### config.mk
export PLATFORM = sky130hd
export DESIGN_NAME = ddff_cmp_seq
export DESIGN_NICKNAME = d
export VERILOG_FILES = /design/src/rtl/ddff_pkg.sv /design/src/rtl/ddff_idx_step.sv /design/src/rtl/ddff_compare.sv /design/src/rtl/ddff_test.sv /design/src/rtl/ddff_ctrl.sv /design/src/rtl/ddff_cmp_seq.sv
export SDC_FILE = /design/constraint.sdc
export NUM_CORES = 1
export LEC_CHECK = 0
export ABC_CLOCK_PERIOD_IN_PS = 2500
export BUFFER_PORTS_ARGS = -buffer_cell sky130_fd_sc_hd__buf_4
export CORE_MARGIN = 4
export CORE_UTILIZATION = 37
export DETAILED_ROUTE_END_ITERATION = 7
export GPL_ROUTABILITY_DRIVEN = 1
export PLACE_DENSITY_LB_ADDON = 0.08
export SYNTH_ARGS = -nofsm -noshare
export SYNTH_HDL_FRONTEND = slang
export SYNTH_SLANG_ARGS = --single-unit
### constraint.sdc
create_clock -name clk_i -period 2.5 [get_ports clk_i]
set_input_delay 0.125 -clock clk_i [delete_from_list [all_inputs] [get_ports clk_i]]
set_output_delay 0.125 -clock clk_i [all_outputs]
set_load 0.1 [all_outputs]
### src/rtl/ddff_pkg.sv
package ddff_pkg;
  // condition field layout, bit 3 down to bit 0
  typedef struct packed {
    logic lt;
    logic gt;
    logic eq;
    logic so;
  } cf_t;

  localparam int unsigned CF_W = $bits(cf_t);

  typedef enum logic [0:0] {
    ST_IDLE = 1'b0,
    ST_RUN  = 1'b1
  } seq_st_e;
endpackage

### src/rtl/ddff_idx_step.sv
module ddff_idx_step #(
  parameter int unsigned W = 4
) (
  input  logic         clk_i,
  input  logic         rst_ni,
  input  logic         load_i,
  input  logic [W-1:0] base_i,
  input  logic         vec_i,
  input  logic         adv_i,
  output logic [W-1:0] idx_o
);
  logic [W-1:0] idx_q;
  logic         vec_q;

  always_ff @(posedge clk_i or negedge rst_ni) begin
    if (!rst_ni) begin
      idx_q <= '0;
      vec_q <= 1'b0;
    end else if (load_i) begin
      idx_q <= base_i;
      vec_q <= vec_i;
    end else if (adv_i && vec_q) begin
      idx_q <= idx_q + 1'b1;
    end
  end

  assign idx_o = idx_q;
endmodule

### src/rtl/ddff_compare.sv
module ddff_compare
  import ddff_pkg::*;
#(
  parameter int unsigned DATA_W = 16,
  parameter int unsigned IMM_W  = 8
) (
  input  logic [DATA_W-1:0] src_i,
  input  logic [IMM_W-1:0]  imm_i,
  output cf_t               cf_o
);
  localparam int unsigned EXT_W = DATA_W - IMM_W;

  logic signed [DATA_W-1:0] a_s;
  logic signed [DATA_W-1:0] b_s;

  assign a_s = src_i;
  assign b_s = {{EXT_W{imm_i[IMM_W-1]}}, imm_i};

  always_comb begin
    cf_o.lt = (a_s < b_s);
    cf_o.gt = (a_s > b_s);
    cf_o.eq = (a_s == b_s);
    cf_o.so = 1'b0;
  end
endmodule

### src/rtl/ddff_test.sv
module ddff_test
  import ddff_pkg::*;
(
  input  cf_t        cf_i,
  input  logic [1:0] sel_i,
  input  logic       pol_i,
  output logic       fail_o
);
  logic [CF_W-1:0] cf_bits;

  assign cf_bits = cf_i;
  assign fail_o  = (cf_bits[sel_i] != pol_i);
endmodule

### src/rtl/ddff_ctrl.sv
module ddff_ctrl
  import ddff_pkg::*;
#(
  parameter int unsigned VL_W = 4
) (
  input  logic            clk_i,
  input  logic            rst_ni,
  input  logic            start_i,
  input  logic [VL_W-1:0] vl_i,
  input  logic            incl_i,
  input  logic            fail_i,
  output logic            busy_o,
  output logic            load_o,
  output logic            adv_o,
  output logic            done_o,
  output logic [VL_W-1:0] vl_o
);
  seq_st_e         st_q;
  logic [VL_W-1:0] elem_q;
  logic [VL_W-1:0] vl_q;
  logic            incl_q;
  logic            done_q;
  logic [VL_W-1:0] vl_res_q;
  logic            last;

  assign load_o = (st_q == ST_IDLE) && start_i;
  assign busy_o = (st_q == ST_RUN);
  assign adv_o  = busy_o && !fail_i;
  assign last   = (elem_q == vl_q - 1'b1);

  always_ff @(posedge clk_i or negedge rst_ni) begin
    if (!rst_ni) begin
      st_q     <= ST_IDLE;
      elem_q   <= '0;
      vl_q     <= '0;
      incl_q   <= 1'b0;
      done_q   <= 1'b0;
      vl_res_q <= '0;
    end else begin
      done_q <= 1'b0;
      unique case (st_q)
        ST_IDLE: begin
          if (load_o) begin
            if (vl_i == '0) begin
              done_q   <= 1'b1;
              vl_res_q <= '0;
            end else begin
              st_q   <= ST_RUN;
              elem_q <= '0;
              vl_q   <= vl_i;
              incl_q <= incl_i;
            end
          end
        end
        ST_RUN: begin
          if (fail_i) begin
            // cut short: failing element counted only when inclusive
            st_q     <= ST_IDLE;
            done_q   <= 1'b1;
            vl_res_q <= incl_q ? elem_q + 1'b1 : elem_q;
          end else if (last) begin
            st_q     <= ST_IDLE;
            done_q   <= 1'b1;
            vl_res_q <= vl_q;
          end else begin
            elem_q <= elem_q + 1'b1;
          end
        end
        default: st_q <= ST_IDLE;
      endcase
    end
  end

  assign done_o = done_q;
  assign vl_o   = vl_res_q;
endmodule

### src/rtl/ddff_cmp_seq.sv
module ddff_cmp_seq
  import ddff_pkg::*;
#(
  parameter int unsigned DATA_W = 16,
  parameter int unsigned IMM_W  = 8,
  parameter int unsigned VL_W   = 4,
  parameter int unsigned RF_AW  = 4,
  parameter int unsigned CF_AW  = 4
) (
  input  logic              clk_i,
  input  logic              rst_ni,
  input  logic              start_i,
  input  logic [VL_W-1:0]   vl_i,
  input  logic [IMM_W-1:0]  imm_i,
  input  logic [RF_AW-1:0]  src_idx_i,
  input  logic              src_vec_i,
  input  logic [CF_AW-1:0]  dst_idx_i,
  input  logic              dst_vec_i,
  input  logic [1:0]        test_sel_i,
  input  logic              test_pol_i,
  input  logic              incl_i,
  output logic [RF_AW-1:0]  rd_idx_o,
  input  logic [DATA_W-1:0] rd_data_i,
  output logic              cf_we_o,
  output logic [CF_AW-1:0]  cf_idx_o,
  output logic [CF_W-1:0]   cf_data_o,
  output logic              busy_o,
  output logic              done_o,
  output logic [VL_W-1:0]   vl_o
);
  logic             load, adv, fail, busy;
  logic [IMM_W-1:0] imm_q;
  logic [1:0]       sel_q;
  logic             pol_q;
  cf_t              cf;

  always_ff @(posedge clk_i or negedge rst_ni) begin
    if (!rst_ni) begin
      imm_q <= '0;
      sel_q <= '0;
      pol_q <= 1'b0;
    end else if (load) begin
      imm_q <= imm_i;
      sel_q <= test_sel_i;
      pol_q <= test_pol_i;
    end
  end

  ddff_ctrl #(.VL_W(VL_W)) i_ctrl (
    .clk_i  (clk_i),
    .rst_ni (rst_ni),
    .start_i(start_i),
    .vl_i   (vl_i),
    .incl_i (incl_i),
    .fail_i (fail),
    .busy_o (busy),
    .load_o (load),
    .adv_o  (adv),
    .done_o (done_o),
    .vl_o   (vl_o)
  );

  ddff_idx_step #(.W(RF_AW)) i_src_idx (
    .clk_i (clk_i),
    .rst_ni(rst_ni),
    .load_i(load),
    .base_i(src_idx_i),
    .vec_i (src_vec_i),
    .adv_i (adv),
    .idx_o (rd_idx_o)
  );

  ddff_idx_step #(.W(CF_AW)) i_dst_idx (
    .clk_i (clk_i),
    .rst_ni(rst_ni),
    .load_i(load),
    .base_i(dst_idx_i),
    .vec_i (dst_vec_i),
    .adv_i (adv),
    .idx_o (cf_idx_o)
  );

  ddff_compare #(.DATA_W(DATA_W), .IMM_W(IMM_W)) i_cmp (
    .src_i(rd_data_i),
    .imm_i(imm_q),
    .cf_o (cf)
  );

  ddff_test i_test (
    .cf_i  (cf),
    .sel_i (sel_q),
    .pol_i (pol_q),
    .fail_o(fail)
  );

  assign busy_o    = busy;
  assign cf_we_o   = busy;
  assign cf_data_o = cf;
endmodule

[Yosys cells after proc, flatten, opt, wreduce, memory -nomap -nowiden]
Index checks and enable logic that the tools add are counted.
Word-level totals
  output and inout bits: 19
  bits of input ports: 45
  logic and storage cells: 69
  bits in registers: 36
Operators by class
  $lt $le $gt $ge: 3
  bitwise logic cells: 2
  eq/ne operators: 9
  add/sub/neg operators: 4
  reduce and logical (&&, ||, !) cells: 11
  multiplexer cells: 27
Operators with widths (count)
  $mux W4: 13
  $eq A16 B8 Y1: 1
  $gt A16 B8 Y1: 1
  $lt A16 B8 Y1: 1
  $pmux W4 S2: 2
  $add A4 B1 Y4 const B: 3
  $mux W1: 9
  $ne A2 B2 Y1 const B: 4
  $reduce_and A3 Y1: 2
  $eq A4 B4 Y1: 1
  $logic_and A1 B1 Y1: 4
  $logic_not A4 Y1: 1
  $pmux W1 S2: 2
  $reduce_and A4 Y1: 1
  $reduce_bool A2 Y1: 2
  $sub A4 B1 Y4 const B: 1
  $lt A2 B3 Y1 const B: 1
  $ne A3 B2 Y1 const B: 1
  $bmux W1 S2: 1
  $ne A2 B1 Y1 const B: 1
  $not A1 Y1: 2
  $logic_not A1 Y1: 1
  $ne A1 B1 Y1: 1

[Longest topological paths before layout]
  depth after elaboration: 9
  depth in mapped cells: 12
  depth with buffers taken out: 10

[Hierarchy]
Synthesis repeated with hierarchy kept, for this count alone.
Unflattened totals
  cells, all modules: 216
  area, all modules: 2352.3 um^2
By module, submodules not included
  ddff_ctrl: cells an instance 83, area an instance 945.9 um^2, seq. area each 375.4 um^2, times used 1
  ddff_idx_step: cells an instance 24, area an instance 244.0 um^2, seq. area each 125.1 um^2, times used 2
  ddff_cmp_seq: cells an instance 24, area an instance 455.4 um^2, seq. area each 275.3 um^2, times used 1
  ddff_compare: cells an instance 59, area an instance 431.7 um^2, seq. area each 0.0 um^2, times used 1
  ddff_test: cells an instance 2, area an instance 31.3 um^2, seq. area each 0.0 um^2, times used 1

[Least setup slack after synthesis]
Ideal clock, no wire load.
  path type: register to output
  start: register imm_q[7]
  end: output port cf_data_o[2]
  arrival time: 3676 ps
  data required time: 2375 ps
  cell stages (with the launch flop): 9
  buffers on the path: 0
  slack: -1301 ps
  cell sequence: dfrtp_1 > inv_1 > ha_1 > nand4_2 > nor4_2 > o21ai_1 > nand4_1 > nand2_1 > nor2_1
On the way
  longest elaborated chain between the ends: 1
Ends and longest elaborated chain
  start, declared: RTL line ddff_cmp_seq.sv:32  | logic [IMM_W-1:0] imm_q;
  start signal, assigned: RTL line ddff_cmp_seq.sv:43  | imm_q <= imm_i;
  $gt A16 B8 Y1: RTL line ddff_compare.sv:21  | cf_o.gt = (a_s > b_s);
  end, declared: RTL line ddff_cmp_seq.sv:26  | output logic [CF_W-1:0] cf_data_o,
Every way passes these cells.

[Worst setup path after layout]
  start: register imm_q[7]
  end: register i_src_idx.idx_q[3] (netlist: i_src_idx.idx_o[3])
On the way
  longest elaborated chain between the ends: 8
  elaborated cells between the ends (all ways): 10
  those cells by class: order compare (2); eq/ne (2); mux (2); reduce/logical (4)
Ends and longest elaborated chain
  $gt A16 B8 Y1, or another cell as far along: RTL line ddff_compare.sv:21
  $bmux W1 S2 (*): RTL line ddff_test.sv:12  | assign fail_o = (cf_bits[sel_i] != pol_i);
  $mux W1 (implied by the code) (*): RTL line ddff_test.sv:12
  $ne A1 B1 Y1 (*): RTL line ddff_test.sv:12
  $logic_not A1 Y1 (*): RTL line ddff_ctrl.sv:28  | assign adv_o = busy_o && !fail_i;
  $logic_and A1 B1 Y1 (*): RTL line ddff_ctrl.sv:28
  $logic_and A1 B1 Y1 (*): RTL line ddff_idx_step.sv:22  | end else if (adv_i && vec_q) begin
  $reduce_bool A2 Y1 (no source line) (*)
  end signal, assigned: RTL line ddff_idx_step.sv:20  | idx_q <= base_i;
  end signal, assigned: RTL line ddff_idx_step.sv:23  | idx_q <= idx_q + 1'b1;
  end, declared: RTL line ddff_idx_step.sv:12  | logic [W-1:0] idx_q;
Mark *: on every way between the ends. The rest lies on a longest branch, timed or not. The select of a mux whose other input is x is not followed.
A chain may end at the register's enable or synchronous reset.

==> flow_summary_export.csv <==
group,metric,value,unit
run_status,status,"finished with violations",
run_status,violations,"setup timing",
clock_tree,cts-root-buf,"clkbuf_8",
floorplan,die_area,0.00758,mm2
clock_tree,h-tree-depth,2,
detailed_routing,wl,5760,um
worst_setup_path,path_cells,"inv_4 > ha_1 > nand4_2 > nor4_4 > and2_2 > nor4bb_1 > a31o_1 > a211oi_4 > buf_12 > or4_1 > o211ai_1",
timing,max_freq,0.366,GHz
yosys,syn_nets,321,
timing,tightest_slew,520,ps
worst_setup_path,crit_path_start,"imm_q[7]",
worst_setup_path,required,2690,ps
timing,whs,27.4,ps
floorplan,io_pins,64,
floorplan,fp.dieW,87.1,um
yosys,syn_inst,256,
worst_hold_path,hold_class,"primary input to flop",
clock_tree,clock_latency,290,ps
clock_tree,clock-sinks,36,
worst_setup_path,cp_top_family,"simple AND/OR/NAND/NOR gates",
finish,fin_util,53.2,%
flow_run,cap_violations,0,
timing,fin_worst_skew,9.54,ps
clock_tree,cts_tree,"done",
power_and_ir_drop,peakVddDrop,1.04,mV
worst_setup_path,cp_slowest_stage_delay,500,ps
yosys,synth.avg_cell_area,9.04,um2
finish,final_nets,395,
place,gp_congestion,0.767,
timing,rsz0062_at_grt,"yes",
worst_hold_path,whs_path_depth,3,
detailed_routing,drc_errors,0,
place,preCtsSetupSlack,-315,ps
grt,grt_pass1_wl,9930,um
detailed_routing,vias_per_cell,5.12,
finish,layout_commonest_cell,"buf_4",
grt,antenna_found_initial,0,
worst_setup_path,crit_slowest_cell,"or4_1",
yosys,yosysTopAreaCellShare,38.9,%
floorplan,start_util,38.6,%
power_and_ir_drop,power_density,1540,mW/mm2
grt,grt_remaining_overflow,0,
detailed_routing,drt_iter0_markers,100,
worst_setup_path,cp_max_fo,14,
grt,grt_use_total,16.6,%
worst_setup_path,cp-start-kind,"flop",
clock_tree,cts_buffers,5,
timing,layout_min_cycle_time,2740,ps
yosys,synth_edf_count,0,
grt,grt_pass1_vias,2151,
yosys,syn-cell-area,0.00231,mm2
finish,fin_area,0.00319,mm2
worst_setup_path,rr_worst_depth,11,
timing,hold_viol_final,0,
detailed_routing,route.detailed.wl_per_inst,14.2,um
yosys,post-synth-top-area-cell,"dfrtp_1",
worst_setup_path,crit_end,"i_src_idx.idx_o[3]",
timing,slew_viol_final,0,
timing,period_share,109,%
timing,finalWorstSetupSlack,-236,ps
floorplan,dieHeight,87.1,um
worst_setup_path,crit_cells,11,
worst_setup_path,critPathArrivalTime,2930,ps
worst_setup_path,rrSetupSlack,-240,ps
power_and_ir_drop,design_power_total,4.92,mW
place,postPlaceCellArea,0.00301,mm2
yosys,synthFlopType,"dfrtp_1",
worst_setup_path,r2r_start,"imm_q[7]",
detailed_routing,ant_nets,0,
worst_setup_path,reg2reg_to,"i_src_idx.idx_o[3]",
timing,setup_viol,19,
power_and_ir_drop,p_leak,1.50,nW
grt,grt_start_max_net_pins,37,
worst_setup_path,criticalPathCategory,"flop to flop",
yosys,ys_ff_latch,36,
yosys,synthArstFlopShare,100,%
floorplan,core-area,0.00599,mm2
place,place_hpwl,4320,um
finish,layout-drive-gt1-share,33.6,%
yosys,synth_seq_area_share,38.9,%
finish,final_cell_mix,"buf_4, nand2_1, dfrtp_1",
timing,relSlewSlack,65.2,%
place,io_buffers,62,
worst_setup_path,worst_setup_path_end_kind,"flop",
yosys,yosysWarnings,0,
clock_tree,clockBufferDepth,2,
clock_tree,clk_pin_slew,70,ps
worst_setup_path,crit_buf_inv,2,
finish,area_growth,37.9,%
detailed_routing,vias,2074,
yosys,synthTopCellsByArea,"dfrtp_1, ha_1, nand2_1",
finish,antenna_cells,0,
floorplan,row_count,28,
yosys,ys_types,48,
detailed_routing,drtPass1Iterations,4,
[worst register-to-register path, cell delays in order, from the launching register on]
cell	delay, ps
dfrtp_1	400
inv_4	150
ha_1	280
nand4_2	160
nor4_4	60
and2_2	240
nor4bb_1	310
a31o_1	250
a211oi_4	50
buf_12	160
or4_1	500
o211ai_1	110
[synth_stat cells, types with 5 or more instances]
master     n
a21oi_1    8
clkbuf_1   8
dfrtp_1   36
ha_1      20
o21ai_0    9
a31oi_1    6
inv_1     15
nand3_1    8
nand2_1   50
mux2i_1    6
xnor2_1    8
nor2_1     9
nand4_1    5
nor3_1     5
o21ai_1    5
[flip-flops by register name, summed over array words and instances (netlist names)]
register / flops
sel_q: 2
i_ctrl.done_o: 1
i_src_idx.idx_o: 4
pol_q: 1
imm_q: 8
i_ctrl.vl_o: 4
i_ctrl.vl_q: 4
i_dst_idx.vec_q: 1
i_src_idx.vec_q: 1
i_dst_idx.idx_o: 4
i_ctrl.incl_q: 1
i_ctrl.elem_q: 4
i_ctrl.busy_o: 1
[logic make-up (layout without fill, tap and decap cells)]
| group | after synthesis | after routing | synth area share, % |
|---|---|---|---|
| and+or+nand+nor | 97 | 97 | 20.1 |
| AOI/OAI and AO/OA | 57 | 57 | 18.0 |
| DFF | 36 | 36 | 38.9 |
| buffers and inverters | 29 | 103 | 5.46 |
| adders and majority gates | 20 | 20 | 10.8 |
| xor gates and xnor gates | 9 | 9 | 3.41 |
| muxes | 7 | 7 | 3.08 |
| other | 1 | 1 | 0.162 |
[power by group]
part           switching (mW)  total [mW]  internal [mW]
combinational            2.09        3.34           1.25
sequential              0.318        1.17          0.855
clock                   0.212       0.402          0.190
[worst min path at each step]
stage,from,endpoint,slack [ps]
after floorplan,rst_ni,i_ctrl.busy_o,-170
after global placement,rst_ni,imm_q[1],130
after detailed placement,rst_ni,imm_q[1],130
after CTS,imm_i[0],imm_q[0],20
after global routing,imm_i[0],imm_q[0],30
final,dst_vec_i,i_dst_idx.vec_q,30
[layer usage]
metal / vias up / GRT usage (%) / wire length [um]
met5: - / 0 / 0
met4: 0 / 4.25 / 47
met3: 5 / 3.41 / 304
met2: 53 / 26.4 / 2660
met1: 958 / 22.9 / 2750
li1: 1058 / - / -
[repair_timing]
action                                 CTS  global route
pin swaps                                3             0
setup endpoints to repair               20            20
endpoints found under the hold margin   36             0
gates resized for setup                 14             2
buffers inserted                         2             0
hold buffers                             1             0
[cell type report]
class	instances	area, um2
fill	585	2800
inverter	15	58.8
timing repair buffer	81	648
tap	75	93.8
clock buffer	6	72.6
sequential	36	901
clock inverter	1	5.00
multi-input combinational	191	1410
[per-stage QoR]
stage | instances | setup TNS [ps]
2_1_floorplan | 256 | -460
3_3_place_gp | 395 | -3080
3_5_place_dp | 395 | -4560
4_1_cts | 405 | -3480
5_1_grt | 405 | -7010
6_report | 405 | -2820
Note: power is estimated with default switching activity, not from simulation.
